File: src/rtl/synth_i2c_pkg.sv
package synth_i2c_pkg;
  localparam int BYTE_W = 8;
  localparam int SETUP_W = 7;

  typedef enum logic [2:0] {
    K_DIV_HI, K_DIV_LO, K_SETUP, K_PORT, K_NONE
  } byte_kind_e;

  typedef struct packed {
    logic       cp;
    logic [2:0] test;
    logic [1:0] refsel;
    logic       tune_off;
  } setup_t;

  localparam setup_t SETUP_RST = '{cp: 1'b0, test: 3'b001, refsel: 2'b00, tune_off: 1'b0};

  // slot of a byte in the transaction: the setup-first order is the
  // divider-first order rotated by two positions
  function automatic byte_kind_e kind_at(input logic setup_first, input logic [2:0] idx);
    logic [1:0] slot;
    if (idx > 3'd3) return K_NONE;
    slot = idx[1:0] + (setup_first ? 2'd2 : 2'd0);
    case (slot)
      2'd0:    return K_DIV_HI;
      2'd1:    return K_DIV_LO;
      2'd2:    return K_SETUP;
      default: return K_PORT;
    endcase
  endfunction

  function automatic logic addr_hit(input logic [7:0] b, input logic [1:0] sel,
                                    input logic [4:0] fixed);
    return (b[7:3] == fixed) && (b[2:1] == sel) && !b[0];
  endfunction

  function automatic logic [14:0] join_div(input logic [6:0] hi, input logic [7:0] lo);
    return {hi, lo};
  endfunction

  function automatic setup_t unpack_setup(input logic [7:0] b);
    return setup_t'(b[6:0]);
  endfunction
endpackage

File: src/rtl/i2c_pin_sync.sv
module i2c_pin_sync #(
  parameter int STAGES = 2
) (
  input  logic clk,
  input  logic rst_n,
  input  logic scl_i,
  input  logic sda_i,
  output logic scl_s,
  output logic sda_s,
  output logic scl_rise,
  output logic scl_fall,
  output logic start_evt,
  output logic stop_evt
);
  logic [STAGES-1:0] scl_ff, sda_ff;
  logic scl_q, sda_q;

  always_ff @(posedge clk or negedge rst_n) begin
    if (!rst_n) begin
      scl_ff <= '1;
      sda_ff <= '1;
      scl_q  <= 1'b1;
      sda_q  <= 1'b1;
    end else begin
      scl_ff <= {scl_ff[STAGES-2:0], scl_i};
      sda_ff <= {sda_ff[STAGES-2:0], sda_i};
      scl_q  <= scl_s;
      sda_q  <= sda_s;
    end
  end

  assign scl_s     = scl_ff[STAGES-1];
  assign sda_s     = sda_ff[STAGES-1];
  assign scl_rise  = scl_s & ~scl_q;
  assign scl_fall  = ~scl_s & scl_q;
  assign start_evt = scl_s & scl_q & sda_q & ~sda_s;
  assign stop_evt  = scl_s & scl_q & ~sda_q & sda_s;
endmodule

File: src/rtl/i2c_byte_rx.sv
module i2c_byte_rx
  import synth_i2c_pkg::*;
#(
  parameter logic [4:0] ADDR_FIXED = 5'b11000
) (
  input  logic              clk,
  input  logic              rst_n,
  input  logic              sda_s,
  input  logic              scl_rise,
  input  logic              scl_fall,
  input  logic              start_evt,
  input  logic              stop_evt,
  input  logic [1:0]        addr_sel,
  output logic              data_valid,
  output logic [BYTE_W-1:0] data_byte,
  output logic              sda_oe
);
  localparam int CNT_W = $clog2(BYTE_W + 2);
  localparam logic [CNT_W-1:0] LAST_BIT = CNT_W'(BYTE_W - 1);
  localparam logic [CNT_W-1:0] ACK_SLOT = CNT_W'(BYTE_W);
  localparam logic [CNT_W-1:0] ACK_HIGH = CNT_W'(BYTE_W + 1);

  typedef enum logic [1:0] {S_IDLE, S_ADDR, S_DATA, S_SKIP} rx_state_e;

  rx_state_e         state;
  logic [BYTE_W-1:0] shreg;
  logic [CNT_W-1:0]  bit_cnt;
  logic              ack_pend;
  logic [BYTE_W-1:0] full_byte;
  logic              byte_end;

  assign full_byte = {shreg[BYTE_W-2:0], sda_s};
  assign byte_end  = scl_rise && (bit_cnt == LAST_BIT) && (state != S_IDLE);

  always_ff @(posedge clk or negedge rst_n) begin
    if (!rst_n) begin
      state      <= S_IDLE;
      shreg      <= '0;
      bit_cnt    <= '0;
      ack_pend   <= 1'b0;
      sda_oe     <= 1'b0;
      data_valid <= 1'b0;
      data_byte  <= '0;
    end else begin
      data_valid <= 1'b0;
      if (start_evt || stop_evt) begin
        state    <= start_evt ? S_ADDR : S_IDLE;
        bit_cnt  <= '0;
        ack_pend <= 1'b0;
        sda_oe   <= 1'b0;
      end else if (state != S_IDLE) begin
        if (scl_rise) begin
          if (bit_cnt < ACK_SLOT) begin
            shreg   <= full_byte;
            bit_cnt <= bit_cnt + 1'b1;
          end else if (bit_cnt == ACK_SLOT) begin
            bit_cnt <= ACK_HIGH;
          end
        end
        if (scl_fall) begin
          if (bit_cnt == ACK_SLOT && ack_pend) begin
            sda_oe   <= 1'b1;
            ack_pend <= 1'b0;
          end else if (bit_cnt == ACK_HIGH) begin
            sda_oe  <= 1'b0;
            bit_cnt <= '0;
          end
        end
        if (byte_end) begin
          unique case (state)
            S_ADDR: begin
              if (addr_hit(full_byte, addr_sel, ADDR_FIXED)) begin
                ack_pend <= 1'b1;
                state    <= S_DATA;
              end else begin
                state <= S_SKIP;
              end
            end
            S_DATA: begin
              ack_pend   <= 1'b1;
              data_valid <= 1'b1;
              data_byte  <= full_byte;
            end
            default: ;
          endcase
        end
      end
    end
  end
endmodule

File: src/rtl/synth_reg_bank.sv
module synth_reg_bank
  import synth_i2c_pkg::*;
#(
  parameter int DIV_W  = 15,
  parameter int PORT_W = 8
) (
  input  logic              clk,
  input  logic              rst_n,
  input  logic              seq_clear,
  input  logic              data_valid,
  input  logic [BYTE_W-1:0] data_byte,
  output logic [DIV_W-1:0]  div_ratio,
  output setup_t            setup_q,
  output logic [PORT_W-1:0] port_q,
  output logic              div_commit,
  output logic              setup_commit,
  output logic              port_commit
);
  localparam int HI_W = DIV_W - BYTE_W;

  logic [2:0]      idx;
  logic            setup_first;
  logic [HI_W-1:0] hi_shadow;
  byte_kind_e      cur_kind;

  always_comb begin
    if (idx == 3'd0) cur_kind = data_byte[BYTE_W-1] ? K_SETUP : K_DIV_HI;
    else             cur_kind = kind_at(setup_first, idx);
  end

  assign div_commit   = data_valid && (cur_kind == K_DIV_LO);
  assign setup_commit = data_valid && (cur_kind == K_SETUP);
  assign port_commit  = data_valid && (cur_kind == K_PORT);

  always_ff @(posedge clk or negedge rst_n) begin
    if (!rst_n) begin
      idx         <= '0;
      setup_first <= 1'b0;
      hi_shadow   <= '0;
      div_ratio   <= '0;
      setup_q     <= SETUP_RST;
      port_q      <= '0;
    end else if (seq_clear) begin
      idx <= '0;
    end else if (data_valid) begin
      if (idx == 3'd0) setup_first <= data_byte[BYTE_W-1];
      if (idx < 3'd4) idx <= idx + 1'b1;
      if (cur_kind == K_DIV_HI) hi_shadow <= data_byte[HI_W-1:0];
      if (div_commit) div_ratio <= join_div(hi_shadow, data_byte);
      if (setup_commit) setup_q <= unpack_setup(data_byte);
      if (port_commit) port_q <= data_byte[PORT_W-1:0];
    end
  end
endmodule

File: src/rtl/synth_ctrl_i2c.sv
module synth_ctrl_i2c
  import synth_i2c_pkg::*;
#(
  parameter logic [4:0] ADDR_FIXED  = 5'b11000,
  parameter int         SYNC_STAGES = 2,
  parameter int         DIV_W       = 15,
  parameter int         PORT_W      = 8
) (
  input  logic              clk,
  input  logic              rst_n,
  input  logic              scl_in,
  input  logic              sda_in,
  input  logic [1:0]        addr_sel,
  output logic              sda_oe,
  output logic [DIV_W-1:0]  div_ratio,
  output logic              cp_high,
  output logic [2:0]        test_bits,
  output logic [1:0]        ref_sel,
  output logic              tune_off,
  output logic [PORT_W-1:0] port_out
);
  logic scl_s, sda_s, scl_rise, scl_fall;
  logic evt_start, evt_stop, evt_data_byte;
  logic evt_div_commit, evt_setup_commit, evt_port_commit;
  logic [BYTE_W-1:0] rx_byte;
  setup_t setup_q;
  logic [SETUP_W-1:0] setup_bits;

  i2c_pin_sync #(.STAGES(SYNC_STAGES)) u_sync (
    .clk(clk), .rst_n(rst_n), .scl_i(scl_in), .sda_i(sda_in),
    .scl_s(scl_s), .sda_s(sda_s), .scl_rise(scl_rise), .scl_fall(scl_fall),
    .start_evt(evt_start), .stop_evt(evt_stop)
  );

  i2c_byte_rx #(.ADDR_FIXED(ADDR_FIXED)) u_rx (
    .clk(clk), .rst_n(rst_n), .sda_s(sda_s), .scl_rise(scl_rise),
    .scl_fall(scl_fall), .start_evt(evt_start), .stop_evt(evt_stop),
    .addr_sel(addr_sel), .data_valid(evt_data_byte), .data_byte(rx_byte),
    .sda_oe(sda_oe)
  );

  synth_reg_bank #(.DIV_W(DIV_W), .PORT_W(PORT_W)) u_regs (
    .clk(clk), .rst_n(rst_n), .seq_clear(evt_start | evt_stop),
    .data_valid(evt_data_byte), .data_byte(rx_byte),
    .div_ratio(div_ratio), .setup_q(setup_q), .port_q(port_out),
    .div_commit(evt_div_commit), .setup_commit(evt_setup_commit),
    .port_commit(evt_port_commit)
  );

  assign cp_high    = setup_q.cp;
  assign test_bits  = setup_q.test;
  assign ref_sel    = setup_q.refsel;
  assign tune_off   = setup_q.tune_off;
  assign setup_bits = setup_q;
endmodule

File: config.mk
export PLATFORM = sky130hd
export DESIGN_NAME = synth_ctrl_i2c
export DESIGN_NICKNAME = d
export VERILOG_FILES = /design/src/rtl/synth_i2c_pkg.sv /design/src/rtl/i2c_pin_sync.sv /design/src/rtl/i2c_byte_rx.sv /design/src/rtl/synth_reg_bank.sv /design/src/rtl/synth_ctrl_i2c.sv
export SDC_FILE = /design/constraint.sdc
export NUM_CORES = 1
export LEC_CHECK = 0
export ABC_AREA = 0
export BUFFER_PORTS_ARGS = -buffer_cell sky130_fd_sc_hd__buf_4
export CELL_PAD_IN_SITES_DETAIL_PLACEMENT = 1
export CELL_PAD_IN_SITES_GLOBAL_PLACEMENT = 1
export CORE_MARGIN = 2
export CORE_UTILIZATION = 28
export CTS_CLUSTER_SIZE = 16
export DETAILED_ROUTE_END_ITERATION = 16
export GPL_TIMING_DRIVEN = 0
export PLACE_DENSITY_LB_ADDON = 0.1
export SKIP_CTS_REPAIR_TIMING = 1
export SYNTH_ARGS = -nofsm -noshare
export SYNTH_HDL_FRONTEND = slang
export SYNTH_HIERARCHICAL = 1
export SYNTH_SLANG_ARGS = --single-unit
File: constraint.sdc
create_clock -name clk -period 4.9 [get_ports clk]
set_input_delay 0 -clock clk [delete_from_list [all_inputs] [get_ports clk]]
set_output_delay 0 -clock clk [all_outputs]
set_load 0.05 [all_outputs]
Word level (Yosys, flattened, before mapping) --
Cells that the tools add are included.
Operators by class: $add $sub $neg 3, $lt $le $gt $ge 3, equal/unequal tests 12, multiplexer cells 41, bitwise logic cells 14, reductions and logical operators 31
Operators by type and width (number):
- 4-bit two-way mux | 8
- 3-bit AND reduction | 7
- 1-bit two-way mux | 19
- 3-bit two-way mux | 6
- 2-bit nonzero test | 7
- 2-bit two-way mux | 6
- 4-bit == test, second input constant | 2
- 1-bit logical AND | 8
- 4-bit AND reduction | 2
- 1-bit AND | 7
- 3-bit by 2-bit == test with 1-bit output, second input constant | 2
- 3-bit zero test | 2
- 1-bit inverter | 6
- 2-bit case mux with 3 select lines | 1
- 5-bit == test, second input constant | 1
- 4-bit by 1-bit adder with 4-bit output, second input constant | 1
- 2-bit by 1-bit == test with 1-bit output, second input constant | 2
- 2-bit == test, second input constant | 2
- 4-bit by 3-bit == test with 1-bit output, second input constant | 1
- 4-bit less-than comparator, second input constant | 1
- 3-bit by 1-bit adder with 3-bit output, second input constant | 1
- 3-bit by 1-bit == test with 1-bit output, second input constant | 1
- 3-bit by 2-bit > comparator with 1-bit output, second input constant | 1
- 3-bit less-than comparator, second input constant | 1
- other kinds (9) | 9
Word-level totals: register bits 71, input bits 6, output and inout port bits 31, word-level logic and storage cells 124

Depth between registers and ports, before layout --
Gate-level depths: netlist of run 1.
word-level depth 9, mapped depth 8, mapped depth without buffers 7

Hierarchy --
Netlist of run 1, hierarchy kept.
By module, submodules not included:
- synth_reg_bank | instances 1, cells each 113, area an instance 1711.6 um^2, seq. area each 1027.2 um^2
- i2c_byte_rx | instances 1, cells each 98, area an instance 1207.4 um^2, seq. area each 600.6 um^2
- i2c_pin_sync | instances 1, cells each 10, area an instance 190.2 um^2, seq. area each 157.7 um^2
- synth_ctrl_i2c | instances 1, cells each 1, area an instance 6.3 um^2, seq. area each 0.0 um^2

Worst setup path after synthesis of run 1 --
OpenSTA, ideal clock, no wires.
path kind register -> register, start register u_regs.idx[0], end register u_regs.div_ratio[14], setup time 127 ps, arrival time 2161 ps, data required time 4773 ps, path slack 2612 ps, stages on the path, launching flop included 9, buffers on the path 1, clock period less this slack 2288 ps, path through dfrtp_1 -> ha_1 -> ha_1 -> nor2b_1 -> o21ai_1 -> a32oi_2 -> nor3b_4 -> buf_6 -> mux2_1
On the way: word-level cells in the longest chain between the ends 8, elaborated cells on any way between the ends 14, those cells by class 1 x add/sub; 1 x order compare; 3 x eq/ne; 5 x mux; 4 x reduce/logical
RTL lines:
- start: declaration | RTL line synth_reg_bank.sv:21 | logic [2:0] idx;
- start signal: assignment | RTL line synth_reg_bank.sv:47 | if (idx < 3'd4) idx <= idx + 1'b1;
- 2-bit adder / 3-bit by 2-bit > comparator with 1-bit output (equally long branches) | RTL line synth_i2c_pkg.sv:23, synth_i2c_pkg.sv:22
- 2-bit == test, or another cell as far along | RTL line synth_i2c_pkg.sv:24 | case (slot)
- 2-bit case mux with 3 select lines / 1-bit two-way mux (equally long branches) | RTL line synth_i2c_pkg.sv:24, synth_reg_bank.sv:27
- 3-bit two-way mux | RTL line synth_i2c_pkg.sv:23 | slot = idx[1:0] + (setup_first ? 2'd2 : 2'd0);
- 3-bit two-way mux (*) | RTL line synth_reg_bank.sv:27 | if (idx == 3'd0) cur_kind = data_byte[BYTE_W-1] ? K_SETUP : K_DIV_HI;
- 3-bit by 1-bit == test with 1-bit output (*) | RTL line synth_reg_bank.sv:31 | assign div_commit = data_valid && (cur_kind == K_DIV_LO);
- 1-bit logical AND (*) | RTL line synth_reg_bank.sv:31
- 3-bit AND reduction (no line) (*)
- end signal: assignment | RTL line synth_reg_bank.sv:49 | if (div_commit) div_ratio <= join_div(hi_shadow, data_byte);
- end: declaration | RTL line synth_reg_bank.sv:12 | output logic [DIV_W-1:0] div_ratio,
Mark *: on every way between the ends. The rest lies on a longest branch, timed or not. The select of a mux whose other input is x is not followed. A chain may end at the register's enable or synchronous reset.

Worst setup path after layout of run 1 --
start register u_sync.sda_ff[1], end register u_regs.port_q[2]
On the way: word-level cells in the longest chain between the ends 5, elaborated cells on any way between the ends 6, those cells by class 5 x bitwise; 1 x reduce/logical
RTL lines:
- start: declaration | RTL line i2c_pin_sync.sv:15 | logic [STAGES-1:0] scl_ff, sda_ff;
- start signal: assignment | RTL line i2c_pin_sync.sv:26 | sda_ff <= {sda_ff[STAGES-2:0], sda_i};
- 1-bit inverter | RTL line i2c_pin_sync.sv:36 | assign start_evt = scl_s & scl_q & sda_q & ~sda_s;
- 1-bit AND | RTL line i2c_pin_sync.sv:36
- net evt_start | RTL line synth_ctrl_i2c.sv:23 | logic evt_start, evt_stop, evt_data_byte;
- 1-bit OR | RTL line synth_ctrl_i2c.sv:43 | .clk(clk), .rst_n(rst_n), .seq_clear(evt_start | evt_stop),
- 1-bit inverter (no line)
- 3-bit AND reduction (no line)
- end signal: assignment | RTL line synth_reg_bank.sv:51 | if (port_commit) port_q <= data_byte[PORT_W-1:0];
- end: declaration | RTL line synth_reg_bank.sv:14 | output logic [PORT_W-1:0] port_q,
The timed path passes the listed nets, and every way through them passes these cells.

==> results of run 1 <==
power groups by stage:
| stage | Clock [mW] | Sequential [mW] | Combinational [mW] |
|---|---|---|---|
| 3_3_place_gp | 0 | 0.698 | 0.156 |
| 4_1_cts | 0.434 | 0.687 | 0.159 |
| 6_report | 0.411 | 0.686 | 0.157 |
| 5_1_grt | 0.462 | 0.696 | 0.180 |
| 2_1_floorplan | 0 | 0.679 | 0.118 |
| 3_5_place_dp | 0 | 0.699 | 0.158 |
worst max path at each step:
stage,slack (ns),cells after the start,startpoint,to
finish,2.24,5,u_sync/sda_ff[1]$_DFF_PN1_,u_regs/port_q[2]$_DFFE_PN0P_
CTS,2.17,5,u_sync/sda_ff[1]$_DFF_PN1_,u_regs/port_q[2]$_DFFE_PN0P_
detailed placement,2.19,5,u_sync/sda_ff[1]$_DFF_PN1_,u_regs/port_q[2]$_DFFE_PN0P_
global placement,2.20,5,u_sync/sda_ff[1]$_DFF_PN1_,u_regs/port_q[1]$_DFFE_PN0P_
global route,2.09,5,u_sync/sda_ff[1]$_DFF_PN1_,u_regs/port_q[6]$_DFFE_PN0P_
floorplan,2.68,8,u_regs/idx[0]$_DFFE_PN0P_,u_regs/div_ratio[14]$_DFFE_PN0P_
registers in the layout (all words and copies together) (netlist names):
name	flops
u_sync/sda_q	1
u_regs/setup_first	1
u_rx/ack_pend	1
u_regs/hi_shadow	7
u_rx/data_byte	8
u_sync/scl_q	1
u_rx/shreg	7
u_regs/setup_q	7
u_rx/sda_oe	1
u_regs/div_ratio	15
u_regs/idx	3
u_regs/port_q	8
u_rx/state	2
u_rx/data_valid	1
u_sync/sda_ff	2
u_rx/bit_cnt	4
u_sync/scl_ff	2
worst max-delay path, stage by stage (launching register included):
cell,delay [ns]
dfstp_2,0.59
and4b_1,0.25
or2_1,0.22
clkbuf_1,0.28
nor3_2,0.78
mux2_2,0.41
per-layer routing:
metal	vias to the layer above	track usage (%)	wire length [microns]
met3	8	2.81	201
met4	0	5.15	91
li1	881	-	-
met1	979	16.5	3240
met2	26	19.3	3100
met5	-	0	0
per-stage QoR:
step | power, mW | worst slack [ns] | instances | hold WS [ns]
floorplan | 0.797 | 2.68 | 219 | -0.296
global placement | 0.854 | 2.20 | 395 | 0.109
detailed placement | 0.857 | 2.19 | 395 | 0.110
CTS | 1.28 | 2.17 | 411 | -0.254
global route | 1.34 | 2.09 | 414 | 0.184
finish | 1.25 | 2.24 | 414 | 0.137
cell type report:
type | instances | area [sq um] | area share, %
Buffer | 2 | 15.0 | 0.401
Sequential cell | 71 | 1790 | 47.7
Clock inverter | 4 | 22.5 | 0.601
Tap cell | 140 | 175 | 4.68
Inverter | 8 | 30.0 | 0.802
Clock buffer | 12 | 145 | 3.88
Timing Repair Buffer | 39 | 300 | 8.02
Multi-Input combinational cell | 138 | 1270 | 33.9
cells in the final DEF, fill, tap and decap left out, drive strengths merged, types with 2 or more instances in the layout:
cell type,instances
and4b,2
mux2,53
clkbuf,13
nor3b,3
nand3,8
a32oi,2
nor3,4
nor2b,6
dfstp,7
nand2,9
nor2,9
clkinv,3
xnor2,3
a21oi,3
or2,3
buf,37
dlygate4sd3,3
o21ai,3
ha,9
inv,8
dfrtp,64
a21boi,2
nand2b,2
==> out/metrics.yaml, run 1 <==
drc_errors: 0
holdPathEnd: "u_rx/state[0]$_DFFE_PN0P_"
clock.fmax_mhz: 376
r2r_setup_slack_ns: 2.24
diodes: 0
grt_overflow_total: 0
vias: 1894
layout.nets: 284
post-route-period-util_pct: 54.2
grt_start_max_net_pins: 72
cts.sinks: 71
arrival_ns: 2.88
cts_root_buf: "clkbuf_8"
htreeDepth: 3
viasPerCell: 4.57
finish.utilization_pct: 34.5
holdPathStages: 5
synth.net_count: 234
area_growth_pct: 20.7
synth_cells: 219
synth_area_sq_um: 3100
core_area_sq_um: 10800
grt_pass1_vias: 2144
worstPathRequired_ns: 5.12
end_kind: "flip-flop"
cts_tree: "done"
setup_tns_ns: 0
num_rows: 38
p_comb_share_pct: 12.5
antenna_left: 0
cp-start-kind: "flip-flop"
firstDrtPassIters: 2
cts_inserted_buffers: 9
power_frac_seq_pct: 54.7
swShare_pct: 27.7
status: "completed"
hpwlAfterDp_mm: 4.51
fill_cells: 1177
portBuffers: 36
crit_type: "reg2reg"
finalHoldViolations: 0
synth.avg_cell_area_sq_um: 14.2
p_sw_mw: 0.348
gp_congestion: 0.718
start_util_pct: 28.6
post_dp_cell_area_sq_um: 3550
fin_area_sq_um: 3740
ioPinCount: 37
finClkSkew_ns: 0.00884
cts.clk_slew.worst_paths_ns: 0.08
wl_per_cell_microns: 16.0
worstReg2RegEnd: "u_regs/port_q[2]$_DFFE_PN0P_"
clockBufferDepth: 2
min_path_type: "in2reg"
clock_latency_ns: 0.34
finalSetupViolations: 0
rsz0062_at_grt: "false"
max-cap-violations: 0
p_clk_share_pct: 32.8
r2r-start: "u_sync/sda_ff[1]$_DFF_PN1_"
hp-start: "addr_sel[1]"
dieArea_sq_um: 11900
maxSlewHeadroom_pct: 37.5
cp_max_fo: 8
drive_gt1_share_pct: 43.1
maxSlewViolCount: 0
worst_pin_slew_ns: 0.937
routed_wl_mm: 6.63
grtUsageTotal_pct: 12.4
fp.dieW_microns: 109
intPower_mw: 0.907
ys_warn_count: 6
grt_pass1_wl_mm: 11.0
fin_crit_ns: 2.66
antenna_found_initial: 0
reg2reg_depth: 5
die_height_microns: 109
leakagePower_nw: 1.81
max-vdd-ir-drop_mv: 0.129
drtIter0Drc: 45
p_per_area_nw_per_um2: 335
Note: power is estimated with default switching activity, not from simulation.
==> run 2, diff against run 1 <==
- clock period: 4.9 -> 2.2 ns (I/O delays scaled with it)
==> run 2 against run 1 <==
The flow now finishes with violations (setup timing). Cell count increased by 2.4%. Cell area is 7.8% higher. First-iteration DRC count grew 2.2%. Total power grew 150%. Utilization up 2.7 points. Fmax is 19% higher. Critical path type unchanged. Critical endpoint is now u_regs/div_ratio[1]$_DFFE_PN0P_. Largest cell class unchanged. Largest power group unchanged.
==> out/metrics.yaml, run 2 (synthesized netlist as in run 1, its figures left out) <==
status: "finished with violations"  # was completed
violations: "setup timing"
reg.largest.list: "u_regs/div_ratio (15), u_regs/port_q (8), u_rx/data_byte (8)"  # unchanged
fin_hold_ws_ns: 0.153  # was 0.137 ns
num_rows: 38  # unchanged
clockBufferDepth: 2  # unchanged
p_per_area_nw_per_um2: 776  # was 335 nW/um^2
regMostFlops: "u_regs/div_ratio"  # unchanged
area_growth_pct: 30.2  # was 20.7%
antenna_found_initial: 0  # unchanged
grtUsageTotal_pct: 12.6  # was 12.4%
cp-start-kind: "flip-flop"  # unchanged
clock.fmax_mhz: 449  # was 376 MHz
intPower_mw: 2.34  # was 0.907 mW
max-vdd-ir-drop_mv: 0.285  # was 0.129 mV
maxSlewHeadroom_pct: 38.6  # was 37.5%
p_clk_share_pct: 40.1  # was 32.8%
wl_per_cell_microns: 16.4  # was 16.0 microns
core_area_sq_um: 10800  # unchanged
dieArea_sq_um: 11900  # unchanged
cts.clk_slew.worst_paths_ns: 0.08  # about the same
drc_errors: 0  # unchanged
cp_cell_sequence: "ha_4 > ha_4 > nor2b_2 > o21ai_1 > a32oi_2 > nor3b_4 > buf_6 > mux2_4"  # was and4b_1 > or2_1 > clkbuf_1 > nor3_2 > mux2_2
finish.utilization_pct: 37.2  # was 34.5%
cts.sinks: 71  # unchanged
grt_pass1_wl_mm: 11.2  # was 11.0 mm
clock_latency_ns: 0.34  # about the same
cp_slowest_cell: "dfrtp_2"  # was nor3_2
fp.dieW_microns: 109  # unchanged
fin_crit_ns: 2.23  # was 2.66 ns
crit_path_frequent_cell: "ha_4"
die_height_microns: 109  # unchanged
drtIter0Drc: 46  # was 45
post-route-period-util_pct: 101  # was 54.2%
leakagePower_nw: 1.90  # was 1.81 nW
vias: 1944  # was 1894
p_sw_mw: 0.792  # was 0.348 mW
antenna_left: 0  # unchanged
grt_overflow_total: 0  # unchanged
grt_pass1_vias: 2042  # was 2144
firstDrtPassIters: 5  # was 2
finalHoldViolations: 0  # unchanged
most-common-layout-cells: "dfrtp_1 (62), mux2_2 (43), buf_4 (42)"  # was dfrtp_1 (64), mux2_2 (43), buf_4 (36)
slowest_delay_ns: 0.46  # was 0.78 ns
crit_type: "reg2reg"  # unchanged
gp_congestion: 0.777  # was 0.718
worst_path_dominant_cell_family: "simple AND/OR/NAND/NOR gates"  # unchanged
min_path_type: "in2reg"  # unchanged
cts_inserted_buffers: 9  # unchanged
rsz0062_at_grt: "true"  # was false
cp.buffers_inverters: 1  # unchanged
finalSetupViolations: 15  # was 0
cp_max_fo: 5  # was 8
drive_gt1_share_pct: 52.5  # was 43.1%
grt_start_max_net_pins: 72  # unchanged
diodes: 0  # unchanged
r2r_setup_slack_ns: -0.03  # was 2.24 ns
routed_wl_mm: 6.96  # was 6.63 mm
ioPinCount: 37  # unchanged
worstPathRequired_ns: 2.43  # was 5.12 ns
max-cap-violations: 0  # unchanged
portBuffers: 36  # unchanged
start_util_pct: 28.6  # unchanged
arrival_ns: 2.46  # was 2.88 ns
power_frac_seq_pct: 48.8  # was 54.7%
worst_pin_slew_ns: 0.922  # was 0.937 ns
dp_slack_ns: -0.500  # was 2.19 ns
final_common_cell: "dfrtp_1"  # unchanged
finalNonFillerCells: 424  # was 414
hpwlAfterDp_mm: 4.58  # was 4.51 mm
largest_reg_flops: 15  # unchanged
viasPerCell: 4.58  # was 4.57
htreeDepth: 3  # unchanged
placed_cells: 395  # unchanged
cts_root_buf: "clkbuf_8"  # unchanged
setup_tns_ns: -0.335  # was 0 ns
maxSlewViolCount: 0  # unchanged
swShare_pct: 25.3  # was 27.7%
layout.nets: 294  # was 284
p_comb_share_pct: 11.1  # was 12.5%
cts_tree: "done"  # unchanged
end_kind: "flip-flop"  # unchanged
finClkSkew_ns: 0.00965  # was 0.00884 ns
setup_slack_ns: -0.0287  # was 2.24 ns
run 2: cell types whose count changed in the layout (fill, tap and decap cells not counted), moves of 3 or more:
cell | before | now
mux2_1 | 10 | 0
mux2_4 | 0 | 10
buf_4 | 36 | 42
buf_12 | 0 | 3
bufinv_16 | 0 | 3
clkinv_2 | 3 | 0
ha_1 | 9 | 6
ha_4 | 0 | 3
run 2: layout make-up:
cell class,count,area (sq um)
fill,1161,6800
sequential,71,1790
multi-input combinational,138,1370
timing repair buffer,50,428
tap,140,175
clock buffer,11,131
clock inverter,5,106
inverter,8,30.0
buffer,1,11.3
run 2: path summary, 6_finish.rpt:
path                                            startpoint                         endpoint  cells after the start
max in group asynchronous                            rst_n        u_regs/idx[0]$_DFFE_PN0P_                      2
worst min register to register  u_sync/sda_ff[0]$_DFF_PN1_       u_sync/sda_ff[1]$_DFF_PN1_                      0
min in group asynchronous                            rst_n      u_rx/bit_cnt[2]$_DFFE_PN0P_                      2
worst max-delay path             u_regs/idx[0]$_DFFE_PN0P_  u_regs/div_ratio[1]$_DFFE_PN0P_                      8
worst max register to register   u_regs/idx[0]$_DFFE_PN0P_  u_regs/div_ratio[1]$_DFFE_PN0P_                      8
worst min-delay path                           addr_sel[1]        u_rx/state[0]$_DFFE_PN0P_                      5
run 2: worst min-delay path, cell delays in order:
cell	delay, ns
buf_4	0.09
xnor2_1	0.06
nand4_1	0.11
mux2i_1	0.09
o21bai_1	0.12
run 2: power by group through the flow:
stage	Sequential (mW)	Clock [mW]	Combinational, mW
floorplan	1.51	0	0.263
global placement	1.56	0	0.347
detailed placement	1.56	0	0.348
CTS	1.53	1.31	0.350
global route	1.55	1.37	0.404
finish	1.53	1.26	0.348
run 2: metrics by stage:
stage | area, sq um | total power [mW]
floorplan | 3110 | 1.77
global placement | 3550 | 1.90
detailed placement | 3550 | 1.91
CTS | 3790 | 3.20
global route | 4040 | 3.32
finish | 4040 | 3.13
run 2: routing by layer:
| layer | vias to the layer above | track usage, % | share of wire (%) |
|---|---|---|---|
| met5 | - | 0 | 0 |
| met4 | 0 | 5.97 | 1.3 |
| met3 | 7 | 2.57 | 2.8 |
| met2 | 28 | 19.0 | 47 |
| met1 | 1008 | 17.4 | 49 |
| li1 | 901 | - | - |
